File: src/rtl/nps_pkg.sv
package nps_pkg;

  typedef enum logic [1:0] {
    K_CMD  = 2'd0,
    K_ADDR = 2'd1,
    K_DOUT = 2'd2,
    K_DIN  = 2'd3
  } bus_kind_e;

  typedef enum logic [3:0] {
    PH_IDLE, PH_RESET, PH_SET, PH_RADDR, PH_RDAT, PH_OADDR, PH_ODAT,
    PH_APPLY, PH_E17, PH_E04, PH_E19, PH_PCMD, PH_PADDR, PH_PCONF,
    PH_PDATA, PH_FIN
  } phase_e;

  localparam logic [7:0] OP_RESET   = 8'hFF;
  localparam logic [7:0] OP_PARAM   = 8'h36;
  localparam logic [7:0] OP_COMMIT  = 8'h16;
  localparam logic [7:0] OP_OTP_A   = 8'h17;
  localparam logic [7:0] OP_OTP_B   = 8'h04;
  localparam logic [7:0] OP_OTP_C   = 8'h19;
  localparam logic [7:0] OP_READ1   = 8'h00;
  localparam logic [7:0] OP_READ2   = 8'h30;
  localparam logic [7:0] OTP_SW_REG = 8'h38;
  localparam logic [7:0] OTP_SW_ON  = 8'h52;
  localparam logic [7:0] OTP_SW_OFF = 8'h00;

endpackage

File: src/rtl/nps_value_ram.sv
module nps_value_ram #(
  parameter int DEPTH = 64,
  parameter int AW    = 6
) (
  input  logic          clk,
  input  logic          we,
  input  logic [AW-1:0] waddr,
  input  logic [7:0]    wdata,
  input  logic [AW-1:0] raddr,
  output logic [7:0]    rdata
);
  logic [7:0] mem [DEPTH];

  always_ff @(posedge clk) begin
    if (we) mem[waddr] <= wdata;
    rdata <= mem[raddr];
  end
endmodule

File: src/rtl/nps_stall_timer.sv
module nps_stall_timer #(
  parameter int LIMIT = 1024
) (
  input  logic clk,
  input  logic rst,
  input  logic stall,
  output logic expired
);
  localparam int CW = (LIMIT > 1) ? $clog2(LIMIT) : 1;
  logic [CW-1:0] cnt_q;

  assign expired = stall && (cnt_q == CW'(LIMIT - 1));

  always_ff @(posedge clk) begin
    if (rst || !stall || expired) cnt_q <= '0;
    else                          cnt_q <= cnt_q + 1'b1;
  end
endmodule

File: src/rtl/nps_otp_capture.sv
module nps_otp_capture #(
  parameter int LEN_W = 10
) (
  input  logic             clk,
  input  logic             rst,
  input  logic             clr,
  input  logic             take,
  input  logic [7:0]       din,
  output logic             vld,
  output logic [7:0]       byte_o,
  output logic [LEN_W-1:0] idx
);
  logic [LEN_W-1:0] next_q;

  always_ff @(posedge clk) begin
    if (rst) begin
      vld    <= 1'b0;
      byte_o <= '0;
      idx    <= '0;
      next_q <= '0;
    end else begin
      vld <= take;
      if (clr) begin
        next_q <= '0;
      end else if (take) begin
        byte_o <= din;
        idx    <= next_q;
        next_q <= next_q + 1'b1;
      end
    end
  end
endmodule

File: src/rtl/nand_param_seq.sv
module nand_param_seq
  import nps_pkg::*;
#(
  parameter int               NREGS      = 8,
  parameter int               NMODES     = 8,
  parameter logic [NREGS*8-1:0] REG_LIST = 64'hAF_AE_AD_CD_AB_AA_BF_CC,
  parameter int               PAGE_W     = 24,
  parameter int               COL_CYC    = 2,
  parameter int               ROW_CYC    = 3,
  parameter logic [23:0]      OTP_PAGE_A = 24'h00021F,
  parameter int               OTP_LEN_A  = 784,
  parameter logic [23:0]      OTP_PAGE_B = 24'h000200,
  parameter int               OTP_LEN_B  = 528,
  parameter int               TMO_CYCLES = 1024,
  localparam int MODE_W    = (NMODES > 1) ? $clog2(NMODES) : 1,
  localparam int TBL_DEPTH = NMODES * NREGS,
  localparam int TBL_AW    = (TBL_DEPTH > 1) ? $clog2(TBL_DEPTH) : 1,
  localparam int MAXLEN    = (OTP_LEN_A > OTP_LEN_B) ? OTP_LEN_A : OTP_LEN_B,
  localparam int LEN_W     = $clog2(MAXLEN + 1)
) (
  input  logic              clk,
  input  logic              rst,
  input  logic              start_i,
  input  logic              op_otp_i,
  input  logic [MODE_W-1:0] mode_i,
  input  logic              cfg_i,
  input  logic              tbl_we_i,
  input  logic [TBL_AW-1:0] tbl_addr_i,
  input  logic [7:0]        tbl_data_i,
  input  logic              nand_rb_i,
  input  logic [7:0]        nand_din_i,
  output logic              bus_vld_o,
  output logic [1:0]        bus_kind_o,
  output logic [7:0]        bus_byte_o,
  output logic              busy_o,
  output logic              done_o,
  output logic              err_o,
  output logic              otp_vld_o,
  output logic [7:0]        otp_byte_o,
  output logic [LEN_W-1:0]  otp_idx_o
);
  localparam int REG_W    = (NREGS > 1) ? $clog2(NREGS) : 1;
  localparam int ADDR_CYC = COL_CYC + ROW_CYC;

  phase_e              phase_q, nphase;
  logic                gap_q, op_q, exit_q;
  logic [MODE_W-1:0]   mode_q;
  logic [REG_W-1:0]    reg_idx_q;
  logic [LEN_W-1:0]    cnt_q, len_q;
  logic [PAGE_W-1:0]   page_q;
  logic [7:0]          ram_q, addr_byte, s_byte;
  bus_kind_e           s_kind;
  logic                s_vld, reg_inc, reg_clr, cnt_inc, cnt_clr, set_exit;
  logic                stall, tmo, accept;
  logic [TBL_AW-1:0]   rd_addr;

  assign busy_o = (phase_q != PH_IDLE);
  assign accept = (phase_q == PH_IDLE) && start_i;
  assign stall  = busy_o && !gap_q && !nand_rb_i;
  assign rd_addr = TBL_AW'(int'(mode_q) * NREGS + int'(reg_idx_q));

  nps_value_ram #(.DEPTH(TBL_DEPTH), .AW(TBL_AW)) u_tbl (
    .clk(clk), .we(tbl_we_i), .waddr(tbl_addr_i), .wdata(tbl_data_i),
    .raddr(rd_addr), .rdata(ram_q)
  );

  nps_stall_timer #(.LIMIT(TMO_CYCLES)) u_tmr (
    .clk(clk), .rst(rst), .stall(stall), .expired(tmo)
  );

  nps_otp_capture #(.LEN_W(LEN_W)) u_cap (
    .clk(clk), .rst(rst), .clr(accept),
    .take(bus_vld_o && (bus_kind_o == K_DIN)),
    .din(nand_din_i), .vld(otp_vld_o), .byte_o(otp_byte_o), .idx(otp_idx_o)
  );

  // Address byte for page-read cycle cnt_q: columns are zero, rows LSB first
  always_comb begin
    if (int'(cnt_q) < COL_CYC) addr_byte = 8'h00;
    else addr_byte = 8'(page_q >> (8 * (int'(cnt_q) - COL_CYC)));
  end

  // Step decoder: what the current phase issues and where it goes next
  always_comb begin
    s_vld    = 1'b1;
    s_kind   = K_CMD;
    s_byte   = 8'h00;
    nphase   = phase_q;
    reg_inc  = 1'b0;
    reg_clr  = 1'b0;
    cnt_inc  = 1'b0;
    cnt_clr  = 1'b0;
    set_exit = 1'b0;
    unique case (phase_q)
      PH_RESET: begin s_byte = OP_RESET; nphase = PH_SET; end
      PH_SET: begin
        s_byte = OP_PARAM;
        nphase = op_q ? PH_OADDR : PH_RADDR;
      end
      PH_RADDR: begin
        s_kind = K_ADDR;
        s_byte = REG_LIST[8*reg_idx_q +: 8];
        nphase = PH_RDAT;
      end
      PH_RDAT: begin
        s_kind = K_DOUT;
        s_byte = ram_q;
        if (reg_idx_q == REG_W'(NREGS - 1)) begin
          nphase = PH_APPLY; reg_clr = 1'b1;
        end else begin
          nphase = PH_RADDR; reg_inc = 1'b1;
        end
      end
      PH_OADDR: begin s_kind = K_ADDR; s_byte = OTP_SW_REG; nphase = PH_ODAT; end
      PH_ODAT: begin
        s_kind = K_DOUT;
        s_byte = exit_q ? OTP_SW_OFF : OTP_SW_ON;
        nphase = PH_APPLY;
      end
      PH_APPLY: begin
        s_byte = OP_COMMIT;
        if (!op_q)       nphase = PH_FIN;
        else if (exit_q) nphase = PH_PCMD;
        else             nphase = PH_E17;
      end
      PH_E17: begin s_byte = OP_OTP_A; nphase = PH_E04; end
      PH_E04: begin s_byte = OP_OTP_B; nphase = PH_E19; end
      PH_E19: begin s_byte = OP_OTP_C; nphase = PH_PCMD; end
      PH_PCMD: begin s_byte = OP_READ1; nphase = PH_PADDR; cnt_clr = 1'b1; end
      PH_PADDR: begin
        s_kind = K_ADDR;
        s_byte = addr_byte;
        if (cnt_q == LEN_W'(ADDR_CYC - 1)) begin
          nphase = PH_PCONF; cnt_clr = 1'b1;
        end else begin
          cnt_inc = 1'b1;
        end
      end
      PH_PCONF: begin
        s_byte = OP_READ2;
        nphase = exit_q ? PH_FIN : PH_PDATA;
      end
      PH_PDATA: begin
        s_kind = K_DIN;
        if (cnt_q == len_q - 1'b1) begin
          nphase = PH_RESET; cnt_clr = 1'b1; set_exit = 1'b1;
        end else begin
          cnt_inc = 1'b1;
        end
      end
      PH_FIN: begin s_vld = 1'b0; nphase = PH_IDLE; end
      default: begin s_vld = 1'b0; nphase = PH_IDLE; end
    endcase
  end

  always_ff @(posedge clk) begin
    if (rst) begin
      phase_q    <= PH_IDLE;
      gap_q      <= 1'b0;
      op_q       <= 1'b0;
      exit_q     <= 1'b0;
      mode_q     <= '0;
      reg_idx_q  <= '0;
      cnt_q      <= '0;
      len_q      <= '0;
      page_q     <= '0;
      bus_vld_o  <= 1'b0;
      bus_kind_o <= K_CMD;
      bus_byte_o <= '0;
      done_o     <= 1'b0;
      err_o      <= 1'b0;
    end else begin
      bus_vld_o <= 1'b0;
      done_o    <= 1'b0;
      err_o     <= 1'b0;
      if (phase_q == PH_IDLE) begin
        if (start_i) begin
          op_q      <= op_otp_i;
          mode_q    <= mode_i;
          exit_q    <= 1'b0;
          gap_q     <= 1'b0;
          reg_idx_q <= '0;
          cnt_q     <= '0;
          page_q    <= PAGE_W'(cfg_i ? OTP_PAGE_B : OTP_PAGE_A);
          len_q     <= LEN_W'(cfg_i ? OTP_LEN_B : OTP_LEN_A);
          phase_q   <= op_otp_i ? PH_RESET : PH_SET;
        end
      end else if (gap_q) begin
        gap_q <= 1'b0;
      end else if (tmo) begin
        phase_q <= PH_IDLE;
        done_o  <= 1'b1;
        err_o   <= 1'b1;
      end else if (nand_rb_i) begin
        gap_q      <= 1'b1;
        phase_q    <= nphase;
        bus_vld_o  <= s_vld;
        bus_kind_o <= s_kind;
        bus_byte_o <= s_byte;
        if (reg_clr)      reg_idx_q <= '0;
        else if (reg_inc) reg_idx_q <= reg_idx_q + 1'b1;
        if (cnt_clr)      cnt_q <= '0;
        else if (cnt_inc) cnt_q <= cnt_q + 1'b1;
        if (set_exit) begin
          exit_q <= 1'b1;
          page_q <= '0;
        end
        if (nphase == PH_IDLE) done_o <= 1'b1;
      end
    end
  end
endmodule

File: config.mk
export PLATFORM = sky130hd
export DESIGN_NAME = nand_param_seq
export DESIGN_NICKNAME = d
export VERILOG_FILES = /design/src/rtl/nps_pkg.sv /design/src/rtl/nps_value_ram.sv /design/src/rtl/nps_stall_timer.sv /design/src/rtl/nps_otp_capture.sv /design/src/rtl/nand_param_seq.sv
export SDC_FILE = /design/constraint.sdc
export NUM_CORES = 1
export LEC_CHECK = 0
export BUFFER_PORTS_ARGS = -buffer_cell sky130_fd_sc_hd__buf_4
export CORE_MARGIN = 2
export CORE_UTILIZATION = 65
export DETAILED_ROUTE_END_ITERATION = 12
export GPL_TIMING_DRIVEN = 0
export PLACE_DENSITY = 0.92
export SLEW_MARGIN = 40
export SYNTH_ARGS = -nofsm -noshare
export SYNTH_HDL_FRONTEND = slang
export SYNTH_SLANG_ARGS = --single-unit
File: constraint.sdc
create_clock -name clk -period 3.64 [get_ports clk]
set_clock_uncertainty 0.1 [all_clocks]
set_input_delay 0.728 -clock clk [delete_from_list [all_inputs] [get_ports clk]]
set_output_delay 0.728 -clock clk [all_outputs]
set_load 0.01 [all_outputs]
==> results of run 1 <==
==> final timing paths <==
check / startpoint / cells past startpoint / to
worst min-delay path: nand_din_i[7] / 3 / u_cap.byte_o[7]$_SDFFE_PP0P_
worst min register to register: u_tmr.cnt_q[0]$_SDFF_PP0_ / 1 / u_tmr.cnt_q[0]$_SDFF_PP0_
worst max register to register: reg_idx_q[1]$_SDFFE_PP0P_ / 7 / u_tbl.rdata[6]$_DFF_P_
worst max-delay path: reg_idx_q[1]$_SDFFE_PP0P_ / 7 / u_tbl.rdata[6]$_DFF_P_
==> stage by stage <==
stage               total power, mW  setup slack (ns)  std cells  utilization (%)
finish                         17.4             0.245       2057             73.9
global route                   17.8             0.178       2056             73.9
CTS                            17.3             0.393       2055             73.6
detailed placement             11.3             0.494       1951             68.5
global placement               11.2             0.500       1950             68.4
floorplan                      10.2              1.13       1422                -
==> cell usage in the layout (no fill, tap or decap), types with 13 or more instances in the layout <==
master     count
edfxtp_1     512
mux4_2       126
nand2_1      104
nor2_1        90
dfxtp_1       87
buf_4         63
clkbuf_16     56
a21oi_1       54
a22oi_1       49
nand3_1       46
clkbuf_1      38
buf_2         33
nor2_2        27
inv_1         17
a31oi_1       17
nor2b_1       16
and3_1        15
o21ai_0       14
mux2_2        13
mux2i_1       13
nor3_1        13
ha_1          13
clkinv_1      13
==> state kept, by name, indices dropped and copies added (netlist names) <==
register / flops
u_tbl.mem: 512
cnt_q: 10
u_cap.idx: 10
u_cap.next_q: 10
u_tmr.cnt_q: 10
bus_byte_o: 8
u_cap.byte_o: 8
u_tbl.rdata: 8
phase_q: 4
mode_q: 3
reg_idx_q: 3
bus_kind_o: 2
len_q: 2
page_q: 2
bus_vld_o: 1
done_o: 1
err_o: 1
exit_q: 1
gap_q: 1
op_q: 1
u_cap.vld: 1
==> power by group through the flow <==
stage	Clock [mW]	Sequential (mW)	Combinational, mW
2_1_floorplan	0	7.84	2.36
3_3_place_gp	0	7.85	3.31
3_5_place_dp	0	7.86	3.41
4_1_cts	6.04	7.72	3.51
5_1_grt	6.27	7.73	3.78
6_report	6.07	7.73	3.62
==> final cells by class <==
cell class,count,area [um^2]
Antenna cell,1,2.50
Buffer,75,335
Clock buffer,65,1440
Clock inverter,39,439
Fill cell,1966,9520
Inverter,19,71.3
Multi-Input combinational cell,729,6470
Sequential cell,599,17100
Tap cell,468,586
Timing Repair Buffer,62,467
==> critical path, cell delays in order (launching register included) <==
cell	delay [ns]
dfxtp_1	0.43
buf_2	0.32
buf_2	0.39
buf_1	0.65
mux4_2	0.43
a22oi_1	0.41
nand3_1	0.25
and3_1	0.29
==> cells by family after synthesis <==
kind of cell / after synthesis / share of synthesized area (%)
adders and majority gates: 13 / 0.681
muxes: 153 / 13.1
and+or+nand+nor: 375 / 7.53
buffers and inverters: 94 / 1.69
xor gates and xnor gates: 21 / 0.770
DFF: 599 / 71.6
AOI/OAI and AO/OA: 167 / 4.59
==> layer usage <==
layer  vias to the layer above  GRT usage [%]  wire length, um
met5                         -              0                0
met4                         0           15.6             3450
met3                       283           8.54             7810
met2                      1392           57.0            31800
met1                      7313           43.8            21900
li1                       5838              -                -
==> insert_results.sql, run 1 <==
INSERT INTO impl_metrics (metric_group, metric, value, unit) VALUES
('run_status', 'run_status', 'complete, no violations', ''),
('global_routing', 'grt_first_pass_wirelength', '95100', 'um'),
('global_routing', 'grt_start_max_net_pins', '65', ''),
('synth', 'synth-seq-area-share', '71.6', '%'),
('sta', 'min_period', '3.40', 'ns'),
('sta', 'final.period_utilization', '93.3', '%'),
('cts', 'clk_pin_slew_worst_paths', '0.07', 'ns'),
('floorplan', 'io-pin-count', '65', ''),
('power_and_ir_drop', 'ir_drop', '0.767', 'mV'),
('cts', 'number_of_clock_buffers_inserted_by_tritoncts', '55', ''),
('detailed_routing', 'routed_wirelength', '65000', 'um'),
('placement', 'post_dp_cell_area', '25000', 'um^2'),
('detailed_routing', 'count_of_nets_left_with_antenna_violations_after_detail_routing', '0', ''),
('cts', 'htreeDepth', '2', ''),
('floorplan', 'floorplan.initialDensity', '65.6', '%'),
('critical_path', 'critPathRequiredTime', '4.04', 'ns'),
('sta', 'setup_viol', '0', ''),
('floorplan', 'dieArea', '38300', 'um^2'),
('critical_path', 'r2r_slack', '0.24', 'ns'),
('placement', 'port_buffers', '60', ''),
('detailed_routing', 'detail_route.vias_per_cell', '7.21', ''),
('cts', 'cts_setup_buffers', '0', ''),
('sta', 'maxClockFrequency', '295', 'MHz'),
('detailed_routing', 'detail_route.iter0.violations', '2624', ''),
('synth', 'synth_fp_nets', '1467', ''),
('power_and_ir_drop', 'power.leakage', '8.56', 'nW'),
('synth', 'yosysTopAreaCell', 'edfxtp_1', ''),
('placement', 'dpl.hpwl', '37400', 'um'),
('sta', 'final_max_slew_viol_count', '0', ''),
('floorplan', 'die_span_x', '196', 'um'),
('placement', 'gp_routability_congestion', '0.935', ''),
('floorplan', 'die_height', '196', 'um'),
('sta', 'setup-tns-final', '0', 'ns'),
('synth', 'synth.top_cells.by_area', 'edfxtp_1, mux4_2, dfxtp_1', ''),
('cts', 'hold_buf_count_cts', '0', ''),
('sta', 'whs', '0.258', 'ns'),
('floorplan', 'std_cell_rows', '70', ''),
('global_routing', 'initial_antenna_violation_count', '0', ''),
('sta', 'final_hold_viol_count', '0', ''),
('sta', 'timing.max_slew.rel_slack', '41.5', '%'),
('synth', 'netlist.area_leader.share', '64.4', '%'),
('detailed_routing', 'drt-wirelength-per-cell', '31.6', 'um'),
('cts', 'cts-resized-gates', '0', ''),
('cts', 'clock_insertion_delay_at_the_later_pin_of_the_skew_report', '0.64', 'ns'),
('synth', 'synth_commonest_cells', 'edfxtp_1, mux4_2, nor2_1, nand2_1, dfxtp_1', ''),
('global_routing', 'grt_pass1_vias', '14500', ''),
('finish', 'postLayoutCellArea', '26900', 'um^2'),
('synth', 'postSynthCellCount', '1422', ''),
('detailed_routing', 'number_of_remaining_drc_errors', '0', ''),
('synth', 'ys_dominant_reg_cell', 'edfxtp_1', ''),
('cts', 'clock_root_buffer', 'clkbuf_16', ''),
('finish', 'final_layout_size_suffix_gt1_share', '23.1', '%'),
('critical_path', 'cp_max_fo', '10', ''),
('synth', 'post_synth_num_cell_types', '65', ''),
('hold_path', 'hp-class', 'primary input to flop', ''),
('synth', 'netlist_area', '23900', 'um^2'),
('global_routing', 'gr_ovfl_total', '0', ''),
('cts', 'number_of_clock_sinks', '599', ''),
('finish', 'layout-area-overhead-vs-synth', '12.7', '%'),
('power_and_ir_drop', 'p_comb_share', '20.8', '%'),
('critical_path', 'timing.critical_path.arrival', '3.80', 'ns'),
('synth', 'yosysMostFrequentCell', 'edfxtp_1', ''),
('synth', 'synth_edf_count', '512', ''),
('synth', 'synthesis.yosys.warnings', '0', ''),
('global_routing', 'groute.usage.overall', '34.4', '%'),
('sta', 'unrepaired_setup_endpoints_after_global_routing', 'no', ''),
('power_and_ir_drop', 'total_internal_power', '12.5', 'mW'),
('detailed_routing', 'route.vias.total', '14800', ''),
('sta', 'worst-slew-pin-transition', '0.875', 'ns'),
('synth', 'async_flop_share', '0', '%'),
('detailed_routing', 'drtPass1Iterations', '8', '');
Power figures use the tool's default switching activity.
==> run 2, diff against run 1 <==
CORE_UTILIZATION = 45   (was 65)
PLACE_DENSITY = 0.7   (was 0.92)
==> insert_results.sql, run 2 (synthesis results as in run 1) <==
INSERT INTO impl_metrics (metric_group, metric, value, unit) VALUES
('run_status', 'run_status', 'complete, no violations', ''),
('detailed_routing', 'route.vias.total', '13400', ''),
('sta', 'worst-slew-pin-transition', '0.884', 'ns'),
('placement', 'gp_routability_congestion', '0.912', ''),
('cts', 'cts_setup_buffers', '0', ''),
('global_routing', 'groute.usage.overall', '20.4', '%'),
('cts', 'clock_root_buffer', 'clkbuf_16', ''),
('cts', 'htreeDepth', '2', ''),
('power_and_ir_drop', 'power.leakage', '8.59', 'nW'),
('finish', 'final_layout_size_suffix_gt1_share', '23.4', '%'),
('detailed_routing', 'detail_route.vias_per_cell', '5.87', ''),
('power_and_ir_drop', 'ir_drop', '0.660', 'mV'),
('sta', 'timing.max_slew.rel_slack', '40.8', '%'),
('detailed_routing', 'detail_route.iter0.violations', '1372', ''),
('cts', 'number_of_clock_buffers_inserted_by_tritoncts', '58', ''),
('cts', 'clock_insertion_delay_at_the_later_pin_of_the_skew_report', '0.65', 'ns'),
('global_routing', 'grt_first_pass_wirelength', '82700', 'um'),
('finish', 'largest_reg_flops', '512', ''),
('global_routing', 'initial_antenna_violation_count', '1', ''),
('placement', 'port_buffers', '60', ''),
('critical_path', 'critPathRequiredTime', '4.03', 'ns'),
('detailed_routing', 'count_of_nets_left_with_antenna_violations_after_detail_routing', '0', ''),
('cts', 'cts-resized-gates', '0', ''),
('floorplan', 'std_cell_rows', '84', ''),
('finish', 'layout.cells.most_common_list', 'edfxtp_1, mux4_2, nand2_1', ''),
('finish', 'layout-area-overhead-vs-synth', '14.1', '%'),
('sta', 'final_max_slew_viol_count', '0', ''),
('detailed_routing', 'routed_wirelength', '55100', 'um'),
('critical_path', 'criticalPathCategory', 'flop to flop', ''),
('cts', 'clk_pin_slew_worst_paths', '0.06', 'ns'),
('cts', 'hold_buf_count_cts', '0', ''),
('power_and_ir_drop', 'power.sequential.fraction', '44.6', '%'),
('sta', 'final_hold_viol_count', '0', ''),
('power_and_ir_drop', 'power_density', '634', 'nW/um^2'),
('cts', 'number_of_clock_sinks', '599', ''),
('sta', 'setup_viol', '0', ''),
('finish', 'design.final.nets', '1589', ''),
('power_and_ir_drop', 'total_internal_power', '12.6', 'mW'),
('global_routing', 'grt_pass1_vias', '13300', ''),
('finish', 'postLayoutCellArea', '27300', 'um^2'),
('placement', 'dpl.hpwl', '36100', 'um'),
('sta', 'final.period_utilization', '86.0', '%'),
('power_and_ir_drop', 'share_clk_of_total_power', '35.3', '%'),
('critical_path', 'cp_max_fo', '10', ''),
('sta', 'setup-tns-final', '0', 'ns'),
('run', 'cap_viol_max_count', '0', ''),
('global_routing', 'grt_start_max_net_pins', '65', ''),
('sta', 'min_period', '3.13', 'ns'),
('floorplan', 'design.core.area', '52600', 'um^2'),
('sta', 'maxClockFrequency', '320', 'MHz'),
('hold_path', 'hp-class', 'primary input to flop', ''),
('floorplan', 'io-pin-count', '65', ''),
('power_and_ir_drop', 'switching_share', '27.4', '%'),
('floorplan', 'die_span_x', '234', 'um'),
('sta', 'unrepaired_setup_endpoints_after_global_routing', 'no', ''),
('detailed_routing', 'drtPass1Iterations', '6', ''),
('finish', 'largest_register', 'u_tbl.mem', ''),
('critical_path', 'cp-start-kind', 'flop', ''),
('critical_path', 'critical_path.endpoint_type', 'flop', ''),
('floorplan', 'dieArea', '54900', 'um^2'),
('detailed_routing', 'drt-wirelength-per-cell', '24.2', 'um'),
('global_routing', 'gr_ovfl_total', '0', ''),
('power_and_ir_drop', 'p_comb_share', '20.1', '%'),
('power_and_ir_drop', 'switchingPower', '4.73', 'mW'),
('placement', 'post_dp_cell_area', '25200', 'um^2'),
('cts', 'cts_tree', 'yes', ''),
('finish', 'antenna_cells', '0', ''),
('finish', 'most_common_cell_after_layout_fill_and_taps_aside', 'edfxtp_1', ''),
('cts', 'clk_path_buf_depth', '3', ''),
('critical_path', 'timing.critical_path.arrival', '3.51', 'ns'),
('floorplan', 'die_height', '234', 'um'),
('floorplan', 'floorplan.initialDensity', '45.5', '%'),
('detailed_routing', 'number_of_remaining_drc_errors', '0', '');
run 2: area by class of cell:
type / count / area, um^2
plain buffers: 75 / 333
clock buffers: 74 / 1550
clock inverters: 33 / 380
fillers: 4211 / 25300
inverters: 19 / 71.3
multi-input cells: 729 / 6480
flip-flops and latches: 599 / 17100
well taps: 688 / 861
repair buffers: 62 / 465
run 2: power groups by stage:
stage               Combinational [mW]  Clock, mW  Sequential (mW)
floorplan                         2.36          0             7.84
global placement                  3.40          0             7.86
detailed placement                3.45          0             7.86
CTS                               3.46       6.19             7.72
global route                      3.74       6.46             7.73
finish                            3.47       6.10             7.72
run 2: layer usage:
metal | GRT usage [%] | vias up | share of wire [%]
li1 | - | 5861 | -
met1 | 28.8 | 6797 | 41
met2 | 32.2 | 611 | 47
met3 | 3.98 | 100 | 8.8
met4 | 6.56 | 0 | 2.7
met5 | 0 | - | 0
run 2: critical path, stage by stage (launching register included):
cell	delay (ns)
dfxtp_1	0.40
buf_2	0.34
buf_2	0.34
buf_1	0.67
mux4_2	0.41
a22oi_1	0.24
nand3_1	0.20
and3_1	0.28
run 2: stage by stage:
stage	hold slack [ns]	setup WS, ns	cells	utilization (%)	power, mW
floorplan	0.326	1.13	1422	-	10.2
global placement	0.339	0.387	2170	48.0	11.3
detailed placement	0.349	0.562	2172	48.0	11.3
CTS	0.226	0.543	2279	51.7	17.4
global route	0.256	0.405	2279	51.9	17.9
finish	0.266	0.511	2279	51.9	17.3
run 2: path summary, 6_finish.rpt:
| check | start | end | slack, ns | cells after the start |
|---|---|---|---|---|
| max | reg_idx_q[1]$_SDFFE_PP0P_ | u_tbl.rdata[5]$_DFF_P_ | 0.51 | 7 |
| min | nand_din_i[1] | u_cap.byte_o[1]$_SDFFE_PP0P_ | 0.27 | 3 |
| max reg2reg | reg_idx_q[1]$_SDFFE_PP0P_ | u_tbl.rdata[5]$_DFF_P_ | 0.51 | 7 |
| min reg2reg | u_cap.byte_o[0]$_SDFFE_PP0P_ | u_cap.byte_o[0]$_SDFFE_PP0P_ | 0.35 | 2 |
